## config.mk

```make
export PLATFORM = sky130hd
export DESIGN_NAME = argsel_top
export DESIGN_NICKNAME = d
export VERILOG_FILES = /design/src/rtl/argsel_pkg.sv /design/src/rtl/argsel_rst_sync.sv /design/src/rtl/argsel_dly.sv /design/src/rtl/argsel_stage.sv /design/src/rtl/argsel_hold.sv /design/src/rtl/argsel_top.sv
export SDC_FILE = /design/constraint.sdc
export NUM_CORES = 1
export LEC_CHECK = 0
export BUFFER_PORTS_ARGS = -buffer_cell sky130_fd_sc_hd__buf_4
export CORE_ASPECT_RATIO = 0.9
export CORE_MARGIN = 4
export CORE_UTILIZATION = 50
export DETAILED_ROUTE_END_ITERATION = 8
export PLACE_DENSITY_LB_ADDON = 0.15
export SLEW_MARGIN = 20
export SYNTH_ARGS = -nofsm -noshare
export SYNTH_HDL_FRONTEND = slang
export SYNTH_SLANG_ARGS = --single-unit
```

## constraint.sdc

```tcl
create_clock -name clk -period 16.6 [get_ports clk]
set_input_delay 1.66 -clock clk [delete_from_list [all_inputs] [get_ports clk]]
set_output_delay 1.66 -clock clk [all_outputs]
set_load 0.01 [all_outputs]
```

## src/rtl/argsel_pkg.sv

```systemverilog
`timescale 1ns/1ps
package argsel_pkg;
  localparam int PHASES = 3;
  typedef logic [PHASES-1:0] sw_pat_t;
  typedef struct packed {
    logic a;
    logic b;
    logic c;
  } gate_t;
endpackage

```

## src/rtl/argsel_rst_sync.sv

```systemverilog
`timescale 1ns/1ps
module argsel_rst_sync #(
  parameter int STAGES = 2
) (
  input  logic clk,
  input  logic rst_n_i,
  output logic rst_n_o
);
  logic [STAGES-1:0] sync_q;
  logic [STAGES-1:0] sync_d;

  always_comb begin
    sync_d = {sync_q[STAGES-2:0], 1'b1};
  end

  always_ff @(posedge clk or negedge rst_n_i) begin
    if (!rst_n_i) sync_q <= '0;
    else          sync_q <= sync_d;
  end

  assign rst_n_o = sync_q[STAGES-1];
endmodule

```

## src/rtl/argsel_dly.sv

```systemverilog
`timescale 1ns/1ps
// Candidate delay line: entry k advances only when the set it belongs to
// is valid at pipeline level k, so it stays aligned with the compare chain.
module argsel_dly #(
  parameter int W     = 19,
  parameter int DEPTH = 2
) (
  input  logic             clk,
  input  logic             rst_n,
  input  logic [DEPTH-1:0] en,
  input  logic [W-1:0]     d_i,
  output logic [W-1:0]     d_o
);
  logic [W-1:0] sr_q [0:DEPTH-1];

  for (genvar k = 0; k < DEPTH; k++) begin : g_tap
    logic [W-1:0] tap_d;
    if (k == 0) begin : g_head
      always_comb tap_d = d_i;
    end else begin : g_body
      always_comb tap_d = sr_q[k-1];
    end
    always_ff @(posedge clk or negedge rst_n) begin
      if (!rst_n)     sr_q[k] <= '0;
      else if (en[k]) sr_q[k] <= tap_d;
    end
  end

  assign d_o = sr_q[DEPTH-1];
endmodule

```

## src/rtl/argsel_stage.sv

```systemverilog
`timescale 1ns/1ps
// One compare/select link: the select bit steers cost and pattern together.
module argsel_stage
  import argsel_pkg::*;
#(
  parameter int COST_W = 16
) (
  input  logic              clk,
  input  logic              rst_n,
  input  logic              v_i,
  input  logic [COST_W-1:0] run_cost_i,
  input  sw_pat_t           run_pat_i,
  input  logic [COST_W-1:0] cand_cost_i,
  input  sw_pat_t           cand_pat_i,
  output logic              v_o,
  output logic [COST_W-1:0] run_cost_o,
  output sw_pat_t           run_pat_o
);
  logic              take_cand;
  logic [COST_W-1:0] cost_d, cost_q;
  sw_pat_t           pat_d, pat_q;
  logic              v_q;

  // strict less-than keeps the earlier candidate on a tie
  always_comb begin
    take_cand = (cand_cost_i < run_cost_i);
    cost_d    = take_cand ? cand_cost_i : run_cost_i;
    pat_d     = take_cand ? cand_pat_i  : run_pat_i;
  end

  always_ff @(posedge clk or negedge rst_n) begin
    if (!rst_n) begin
      v_q    <= 1'b0;
      cost_q <= '0;
      pat_q  <= '0;
    end else begin
      v_q <= v_i;
      if (v_i) begin
        cost_q <= cost_d;
        pat_q  <= pat_d;
      end
    end
  end

  assign v_o        = v_q;
  assign run_cost_o = cost_q;
  assign run_pat_o  = pat_q;
endmodule

```

## src/rtl/argsel_hold.sv

```systemverilog
`timescale 1ns/1ps
module argsel_hold
  import argsel_pkg::*;
#(
  parameter int COST_W = 16
) (
  input  logic              clk,
  input  logic              rst_n,
  input  logic              v_i,
  input  logic [COST_W-1:0] cost_i,
  input  sw_pat_t           pat_i,
  output logic              out_valid,
  output logic [COST_W-1:0] min_cost,
  output gate_t             gates
);
  logic              vld_d, vld_q;
  logic [COST_W-1:0] cost_d, cost_q;
  gate_t             gate_d, gate_q;

  always_comb begin
    vld_d  = v_i;
    cost_d = v_i ? cost_i : cost_q;
    gate_d = v_i ? gate_t'(pat_i) : gate_q;
  end

  always_ff @(posedge clk or negedge rst_n) begin
    if (!rst_n) begin
      vld_q  <= 1'b0;
      cost_q <= '0;
      gate_q <= '0;
    end else begin
      vld_q  <= vld_d;
      cost_q <= cost_d;
      gate_q <= gate_d;
    end
  end

  assign out_valid = vld_q;
  assign min_cost  = cost_q;
  assign gates     = gate_q;
endmodule

```

## src/rtl/argsel_top.sv

```systemverilog
`timescale 1ns/1ps
module argsel_top
  import argsel_pkg::*;
#(
  parameter int N_CAND = 8,
  parameter int COST_W = 16
) (
  input  logic                       clk,
  input  logic                       rst_n,
  input  logic                       in_valid,
  input  logic [N_CAND*COST_W-1:0]   cost_in,
  input  logic [N_CAND*PHASES-1:0]   pat_in,
  output logic                       out_valid,
  output logic [COST_W-1:0]          min_cost,
  output logic                       gate_a,
  output logic                       gate_b,
  output logic                       gate_c
);
  localparam int CAND_W = COST_W + PHASES;

  logic                rst_sync_n;
  logic [N_CAND-1:0]   v_vec;
  logic [COST_W-1:0]   rc_p [0:N_CAND-1];
  sw_pat_t             rp_p [0:N_CAND-1];
  logic [CAND_W-1:0]   cand_at [1:N_CAND-1];
  gate_t               gates;

  argsel_rst_sync #(.STAGES(2)) u_rst (
    .clk     (clk),
    .rst_n_i (rst_n),
    .rst_n_o (rst_sync_n)
  );

  // candidate 0 seeds the running minimum
  assign v_vec[0] = in_valid;
  assign rc_p[0]  = cost_in[0 +: COST_W];
  assign rp_p[0]  = pat_in[0 +: PHASES];

  for (genvar j = 1; j < N_CAND; j++) begin : g_cand
    if (j == 1) begin : g_direct
      assign cand_at[j] = {cost_in[j*COST_W +: COST_W], pat_in[j*PHASES +: PHASES]};
    end else begin : g_delayed
      argsel_dly #(.W(CAND_W), .DEPTH(j-1)) u_dly (
        .clk   (clk),
        .rst_n (rst_sync_n),
        .en    (v_vec[j-2:0]),
        .d_i   ({cost_in[j*COST_W +: COST_W], pat_in[j*PHASES +: PHASES]}),
        .d_o   (cand_at[j])
      );
    end
  end

  for (genvar s = 1; s < N_CAND; s++) begin : g_chain
    argsel_stage #(.COST_W(COST_W)) u_stage (
      .clk         (clk),
      .rst_n       (rst_sync_n),
      .v_i         (v_vec[s-1]),
      .run_cost_i  (rc_p[s-1]),
      .run_pat_i   (rp_p[s-1]),
      .cand_cost_i (cand_at[s][CAND_W-1:PHASES]),
      .cand_pat_i  (cand_at[s][PHASES-1:0]),
      .v_o         (v_vec[s]),
      .run_cost_o  (rc_p[s]),
      .run_pat_o   (rp_p[s])
    );
  end

  argsel_hold #(.COST_W(COST_W)) u_hold (
    .clk       (clk),
    .rst_n     (rst_sync_n),
    .v_i       (v_vec[N_CAND-1]),
    .cost_i    (rc_p[N_CAND-1]),
    .pat_i     (rp_p[N_CAND-1]),
    .out_valid (out_valid),
    .min_cost  (min_cost),
    .gates     (gates)
  );

  assign gate_a = gates.a;
  assign gate_b = gates.b;
  assign gate_c = gates.c;
endmodule

```

==> impl_results.md, run 1 <==
* Routed wl met2 at 22920 µm
* CTS resizes at 0
* Leak pwr at ~13 nW
* Synth Cell Area at ~0.025 mm²
* Post-DP HPWL at around 36000 µm
* IO Pins at approximately 180
* Synth Register Bits at 561
* Simple-gate share of the synthesized area at 0.04431
* Crit Path Category: reg2async
* Hold Fails Final Rpt at 0
* Gpl congestion at between 0.8 and 0.9
* Top_reg_cell synth: dfrtp_1
* Post-synth EDFFs at 0
* CP Data Required Time at approximately 17 ns
* Clock slew at reported path FFs at roughly 0.060 ns
* Vias in the first global route at roughly 15000
* Syn avg cell area at roughly 13 µm²
* Post-synthesis cell count at 1881
* Crit path buf inv count at 5
* H-tree depth at 2
* FF-to-FF path depth at 5
* Worst clock skew at 0.02556 ns
* Relative slew margins at 0.3411
* Main combinational cell family by area after synthesis: multiplexers
* Clk sinks at between 500 and 600
* CTS tree: done
* Via/cell ratio at between 5 and 6
* Critical Path Fanout Max at 183
* Synth unique cells at 32
* Setup TNS at 0 ns
* Buffers on Ports at approximately 170
* Met3 wire len at between 2000 and 2500 µm
* Max clock buf depth at 3
* Fillers at about 3900
* Worst slack, placed at about 12 ns
* Die area at ~0.053 mm²
* FFs w/ async S/R, synth at 1.000
* Worst R2R End: g_cand[5].g_delayed.u_dly.g_tap[1].tap_d[12]
* Largest area contributor in the netlist: dfrtp_1
* Maxcap violations at 0
* Mean routed wirelength per cell at between 15 and 20 µm
* Count leader, synth: dfrtp_1
* Initial antenna violation count at 2
* Setup repair bufs after CTS at 0
* First-pass GRT wire length at between 80000 and 90000 µm
* Total power at between 0.004 and 0.005 W
* Drt first-iter violations at ~990
* Data arrival, critical path at between 4 and 5 ns
* Drt first pass iters at 5
* Worst-Margin Slew at just under 1 ns
* Area of the multi-input gates at about 0.0096 mm²
* Routed vias at between 10000 and 15000
* Register area at roughly 0.014 mm²
* Post-synth top cells: dfrtp_1 (561), mux2_2 (509), nand2_1 (139)
* Crit path cell chain: buf_4, buf_12, buf_6, buf_4, buf_12
* Hold Buf Count CTS at 0
* Root Driver: clkbuf_16
* Synth top area cells: dfrtp_1 (57%), mux2_2 (23%), ha_1 (5.4%)
* Final worst setup slack at between 10 and 15 ns
* # diodes at 0
* Syn nets at around 2100
* Hold crit path type: reg2async
* Synth Area in Adders at 0.05354
* Setup Viol. Count Final at 0
* RSZ-0062 raised after global routing: false
* Sequential element share of the synthesized area at 0.5721
* Die Width at 241.5 µm
* Final antenna-violating net count at 0
* Die height at between 200 and 250 µm
* Clk_lat worst skew at 0.62 ns
* FF-to-FF Start: u_rst.sync_q[1]
* Initial Utilization at 0.5090
* GRT Util Overall at 0.1996
* Top routing layer in use: met5
* Final worst-path cycle share at 0.2331
* Compound-Gate Fraction of Synth Area at 0.05895
* Xor-xnor portion of the synthesized cell area at 0
* Final slew viol count at 0
* WL final at 52270 µm
* Site row count at 76
* PD cells at ~150 mW/mm²
* Core box area at 0.04821 mm²
* Crit end category: async pin
* Total gr overflow at 0
* Synth top area share at 0.5721
* Fmax at 258.4 MHz
* Mux cell area share after synthesis at 0.2341
* Layout area overhead at 15.70%
* Crit path max-delay cell type: dfrtp_4
* Num CTS Buffers at 57
* M1 WL at 25870 µm
* Element type at the critical path start: flop
* Share of cells above drive strength 1 at 0.3905
* Remaining DRCs at 0
* Net count, final at ~2300
* CP delay by family, top: buffers and inverters
* Util after Layout at 0.5889
* Ys Warns at 0
* Peak VDD IR at ~0.093 mV
* Crit-path max cell delay at 0.80 ns
* Largest net degree at the start of global routing at ~180
* R2r setup slk at 12.73 ns
* Final hold slack at ~0.33 ns
* Outcome: complete, no violations
* Crit path time final at just under 4 ns
## stage by stage
| stage | cell area [µm²] | instances |
|---|---|---|
| floorplan | 24540 | 1881 |
| global placement | 26380 | 2597 |
| detailed placement | 26380 | 2597 |
| CTS | 28360 | 2705 |
| global route | 28390 | 2706 |
| finish | 28390 | 2706 |
## final cells by class
cell class / count / share of cell area
Sequential cell: 561 / 0.4951
Multi-Input combinational cell: 1090 / 0.3385
Clock buffer: 86 / 0.06117
Timing Repair Buffer: 191 / 0.05165
Tap cell: 624 / 0.02750
Inverter: 132 / 0.01745
Clock inverter: 22 / 0.008638
## logic make-up (layout without fill, tap and decap cells)
logic type | after synthesis | after routing
buf+inv | 230 | 431
simple gates | 236 | 236
compound gates | 238 | 238
flops | 561 | 561
fa+ha+maj | 105 | 105
mux | 510 | 510
other cells | 1 | 1
## worst reg2reg max path, delay by kind of cell (launching register included)
kind	cells	cell delay [ns]
flops	1	0.80
buf+inv	5	3.22
## registers in the layout (all words and copies together) (netlist names)
signal                              cells
g_cand.g_delayed.u_dly.d_o            114
g_chain.u_stage.v_o                     7
g_chain.u_stage.run_cost_o            112
u_rst.sync_q                            2
u_hold.out_valid                        1
u_hold.min_cost                        16
g_cand.g_delayed.u_dly.g_tap.tap_d    285
g_chain.u_stage.run_pat_o              21
u_hold.gates                            3
## routing by layer
| layer | track usage | up-vias |
|---|---|---|
| met5 | 0 | - |
| met4 | 0.04527 | 4 |
| met3 | 0.04282 | 76 |
| met2 | 0.2974 | 270 |
| met1 | 0.3028 | 7554 |
| li1 | - | 6973 |
## where the power goes
part | internal, W | leakage (nW) | switching, W | total [W]
logic | 0.000508 | 5.17 | 0.000478 | 0.000987
registers | 0.00170 | 6.67 | 0.000269 | 0.00197
clock network | 0.000786 | 0.984 | 0.000544 | 0.00133
## cell usage in the layout, fill, tap and decap left out, types with 7 or more instances in the layout
cell         n
o21ai_0     95
a21oi_1     45
clkbuf_8    18
nand2_1    139
o22ai_1     19
clkbuf_16   58
nor2_1      12
mux2_2     509
dfrtp_1    556
o221ai_1    40
buf_4      187
a31oi_1     22
nand2b_1     7
inv_1      132
nand3_1     49
clkbuf_1    10
nand4_1     14
clkinv_2    13
ha_1       105
a21o_1       9
## how the worst max path moves through the flow
stage,to,depth (start not counted),startpoint
floorplan,g_cand[2].g_delayed.u_dly.d_o[0],0,u_rst.sync_q[1]
global placement,g_cand[5].g_delayed.u_dly.g_tap[1].tap_d[5],4,u_rst.sync_q[1]
detailed placement,g_cand[5].g_delayed.u_dly.g_tap[1].tap_d[5],4,u_rst.sync_q[1]
CTS,g_cand[5].g_delayed.u_dly.g_tap[1].tap_d[12],4,u_rst.sync_q[1]
global route,g_cand[5].g_delayed.u_dly.g_tap[1].tap_d[12],5,u_rst.sync_q[1]
finish,g_cand[5].g_delayed.u_dly.g_tap[1].tap_d[12],5,u_rst.sync_q[1]
Power figures use the tool's default switching activity.
==> run 2, diff against run 1 <==
--- a/config.mk
+++ b/config.mk
@@ -5,6 +5,7 @@
 export SDC_FILE = /design/constraint.sdc
 export NUM_CORES = 1
 export LEC_CHECK = 0
+export ABC_AREA = 1
 export BUFFER_PORTS_ARGS = -buffer_cell sky130_fd_sc_hd__buf_4
 export CORE_ASPECT_RATIO = 0.9
 export CORE_MARGIN = 4
==> constraint.sdc (replaced) <==
create_clock -name clk -period 3.7 [get_ports clk]
set_input_delay 0.37 -clock clk [delete_from_list [all_inputs] [get_ports clk]]
set_output_delay 0.37 -clock clk [all_outputs]
set_load 0.01 [all_outputs]
==> run 2 against run 1 <==
Effect of this change:
- maximum frequency is 61% higher
- worst hold slack got worse by 0.27 ns
- clock skew is 0.014 ns lower
- global-route usage grew 2.4 points
- die area up 3.8%
- flip-flop and latch count unchanged
- core utilization grew 1.4 points
- critical path type is now reg2reg
- highest routed layer is now met4
==> impl_results.md, run 2 <==
* Outcome: complete, no violations (unchanged)
* Final slew viol count at 0 (unchanged)
* Fmax at 417.2 MHz (was 258.4 MHz)
* Crit path max-delay cell type: nor2_2 (was dfrtp_4)
* H-tree depth at 2 (unchanged)
* Worst-Margin Slew at 1.020 ns (was 0.9884 ns)
* Post-synth top cells: nand2_1 (1016), dfrtp_1 (561), inv_1 (417) (was dfrtp_1 (561), mux2_2 (509), nand2_1 (139))
* Synth top area share at 0.5504 (was 0.5721)
* IO Pins at 175 (unchanged)
* Initial antenna violation count at 9 (was 2)
* GRT Util Overall at 0.2235 (was 0.1996)
* Clk sinks at 561 (unchanged)
* Root Driver: clkbuf_16 (unchanged)
* Critical Path Fanout Max at 19 (was 183)
* CP startpoint: g_chain[6].u_stage.run_cost_o[13] (was u_rst.sync_q[1])
* Crit Path Category: reg2reg (was reg2async)
* Routed vias at 19666 (was 14877)
* Largest net degree at the start of global routing at 113 (was 184)
* CTS resizes at 0 (unchanged)
* Synth Register Bits at 561 (unchanged)
* Final Cell Area at 0.03042 mm² (was 0.02839 mm²)
* Clock slew at reported path FFs at 0.06 ns (about the same)
* Post-DP HPWL at 41090 µm (was 36270 µm)
* Post-synthesis cell count at 2999 (was 1881)
* Max clock buf depth at 3 (unchanged)
* Final worst-path cycle share at 0.6478 (was 0.2331)
* Setup repair bufs after CTS at 0 (unchanged)
* Setup Viol. Count Final at 0 (unchanged)
* FF-to-FF path depth at 11 (was 5)
* Remaining DRCs at 0 (unchanged)
* Synth unique cells at 30 (was 32)
* Synth Cell Area at 0.02551 mm² (was 0.02454 mm²)
* Worst R2R End: g_chain[7].u_stage.run_cost_o[14] (was g_cand[5].g_delayed.u_dly.g_tap[1].tap_d[12])
* Placed cell area at 0.02714 mm² (was 0.02638 mm²)
* Die area at 0.05470 mm² (was 0.05269 mm²)
* Largest register FFs at 285 (unchanged)
* RSZ-0062 raised after global routing: false (unchanged)
* Top_reg_cell synth: dfrtp_1 (unchanged)
* Synth top area cells: dfrtp_1 (55%), nand2_1 (15%), o21ai_0 (6.8%) (was dfrtp_1 (57%), mux2_2 (23%), ha_1 (5.4%))
* Buffers on Ports at 174 (unchanged)
* Share of cells above drive strength 1 at 0.1118 (was 0.3905)
* Peak VDD IR at 0.4173 mV (was 0.09343 mV)
* WL final at 59880 µm (was 52270 µm)
* FFs w/ async S/R, synth at 1.000 (unchanged)
* CP Data Required Time at 4.25 ns (was 17.39 ns)
* Crit path buf inv count at 2 (was 5)
* Die height at 222.3 µm (was 218.2 µm)
* First-pass GRT wire length at 101000 µm (was 85360 µm)
* Clk_lat worst skew at 0.61 ns (was 0.62 ns)
* Crit end category: flop (was async pin)
* Relative slew margins at 0.3189 (was 0.3411)
* Final antenna-violating net count at 0 (unchanged)
* Stages on worst setup path at 11 (was 5)
* PD cells at 625.4 mW/mm² (was 150.8 mW/mm²)
* Leak pwr at 16.04 nW (was 12.83 nW)
* CP delay by family, top: simple AND/OR/NAND/NOR gates (was buffers and inverters)
* Vias in the first global route at 19845 (was 15339)
* Mean routed wirelength per cell at 15.11 µm (was 19.32 µm)
* Die Width at 246.1 µm (was 241.5 µm)
* Maxcap violations at 0 (unchanged)
* Core box area at 0.05046 mm² (was 0.04821 mm²)
* Layout area overhead at 19.25% (was 15.70%)
* Hold Fails Final Rpt at 0 (unchanged)
* R2r setup slk at 1.30 ns (was 12.73 ns)
* Element type at the critical path start: flop (unchanged)
* Placed Cells at 3733 (was 2597)
* Gpl congestion at 0.8662 (was 0.8538)
* Worst clock skew at 0.01175 ns (was 0.02556 ns)
* Initial Utilization at 0.5055 (was 0.5090)
* Count leader, synth: nand2_1 (was dfrtp_1)
* Data arrival, critical path at 2.95 ns (was 4.66 ns)
* Total gr overflow at 0 (unchanged)
* Commonest cells after routing, fill and taps aside: nand2_1 (1016), dfrtp_1 (557), inv_1 (414), o21ai_0 (347), nand3_1 (263) (was dfrtp_1 (556), mux2_2 (509), buf_4 (187), nand2_1 (139), inv_1 (132))
* Crit path time final at 2.397 ns (was 3.870 ns)
* Sequential element share of the synthesized area at 0.5504 (was 0.5721)
* Fillers at 4479 (was 3904)
* Drt first pass iters at 7 (was 5)
* Most common cell after layout, fill and taps aside: nand2_1 (was dfrtp_1)
* CTS tree: done (unchanged)
* CP endpoint: g_chain[7].u_stage.run_cost_o[14] (was g_cand[5].g_delayed.u_dly.g_tap[1].tap_d[12])
* Net count, final at 3488 (was 2293)
* Cell mode on critical path: nand2_1
* Via/cell ratio at 4.961 (was 5.498)
* Crit-path max cell delay at 0.71 ns (was 0.80 ns)
* Site row count at 78 (was 76)
* Syn avg cell area at 8.505 µm² (was 13.04 µm²)
* Ys Warns at 0 (unchanged)
* Drt first-iter violations at 1384 (was 987)
* Syn nets at 3259 (was 2141)
* Post-synth EDFFs at 0 (unchanged)
* Hold crit path type: in2reg (was reg2async)
* FF-to-FF Start: g_chain[6].u_stage.run_cost_o[13] (was u_rst.sync_q[1])
* Num CTS Buffers at 58 (was 57)
* Final std cells w/o fill at 3964 (was 2706)
* Largest area contributor in the netlist: dfrtp_1 (unchanged)
* Crit path cell chain: inv_1, ha_1, nand2_1, inv_1, o21ai_2, nand2_1, nor2_2, nand2_4, nand2_1, nand3_1, nand2_1 (was buf_4, buf_12, buf_6, buf_4, buf_12)
-- run 2: cell types whose count changed after synthesis, moves of 40 or more --
cell | previous run | this run
inv_1 | 132 | 417
o221ai_1 | 40 | 0
nand2_1 | 139 | 1016
o21ai_0 | 95 | 347
mux2_2 | 509 | 19
nand3_1 | 49 | 263
-- run 2: area by class of cell --
| class | instances | area (µm²) | area share |
|---|---|---|---|
| Sequential cell | 561 | 14050 | 0.4618 |
| Multi-Input combinational cell | 1864 | 9056 | 0.2977 |
| Timing Repair Buffer | 318 | 2741 | 0.09012 |
| Clock buffer | 89 | 1802 | 0.05923 |
| Inverter | 425 | 1597 | 0.05249 |
| Tap cell | 680 | 850.8 | 0.02797 |
| Clock inverter | 18 | 300.3 | 0.009872 |
| Antenna cell | 9 | 22.52 | 0.0007404 |
-- run 2: kinds of logic (layout without fill, tap and decap cells) --
kind of cell / Yosys count / after routing / share of synthesized area
flip-flops: 561 / 561 / 0.5504
AO/OA/AOI/OAI: 396 / 396 / 0.07853
AND/OR/NAND/NOR: 1343 / 1343 / 0.2165
multiplexers: 19 / 19 / 0.008388
other: 1 / 10 / 0.0001470
adder cells (fa/ha/maj): 105 / 105 / 0.05151
buffers and inverters: 574 / 850 / 0.09457
-- run 2: worst min path at each step --
stage / cells past startpoint / slack, ns / start / endpoint
after detailed placement: 1 / 0.16 / rst_n / u_rst.sync_q[1]
final: 5 / 0.07 / pat_in[2] / g_chain[1].u_stage.run_pat_o[2]
after global placement: 1 / 0.15 / rst_n / u_rst.sync_q[0]
after global routing: 2 / 0.06 / rst_n / u_rst.sync_q[0]
after CTS: 5 / 0.02 / pat_in[2] / g_chain[1].u_stage.run_pat_o[2]
after floorplan: 0 / 0.07 / rst_n / u_rst.sync_q[0]
-- run 2: where the power goes --
part	switching (W)	internal [W]
clock network	0.00242	0.00389
registers	0.000676	0.00729
logic	0.00290	0.00184
-- run 2: tightest hold or removal path, delay by kind of cell --
kind | cells | cell delay [ns]
and+or+nand+nor | 3 | 0.16
buffers and inverters | 2 | 0.10
-- run 2: layer usage --
| metal | up-vias | wire length, µm | GRT usage |
|---|---|---|---|
| met4 | 0 | 1395 | 0.06661 |
| li1 | 9848 | - | - |
| met3 | 91 | 2897 | 0.03825 |
| met5 | - | 0 | 0 |
| met2 | 387 | 25900 | 0.3304 |
| met1 | 9340 | 29690 | 0.3400 |
-- run 2: stage by stage --
stage	power, W	utilization	hold slack (ns)	setup slack [ns]	setup TNS [ns]
floorplan	0.01137	-	0.07441	-1.751	-978.61
global placement	0.01255	0.5379	0.1543	1.109	0
detailed placement	0.01271	0.5379	0.1556	1.149	0
CTS	0.01921	0.6024	0.02386	1.306	0
global route	0.02031	0.6028	0.06338	1.098	0
finish	0.01902	0.6029	0.06703	1.303	0
-- run 2: what timing repair did --
action / CTS / global route
setup endpoints to repair: 0 / 0
hold buffers: 115 / 0
endpoints found under the hold margin: 116 / 0
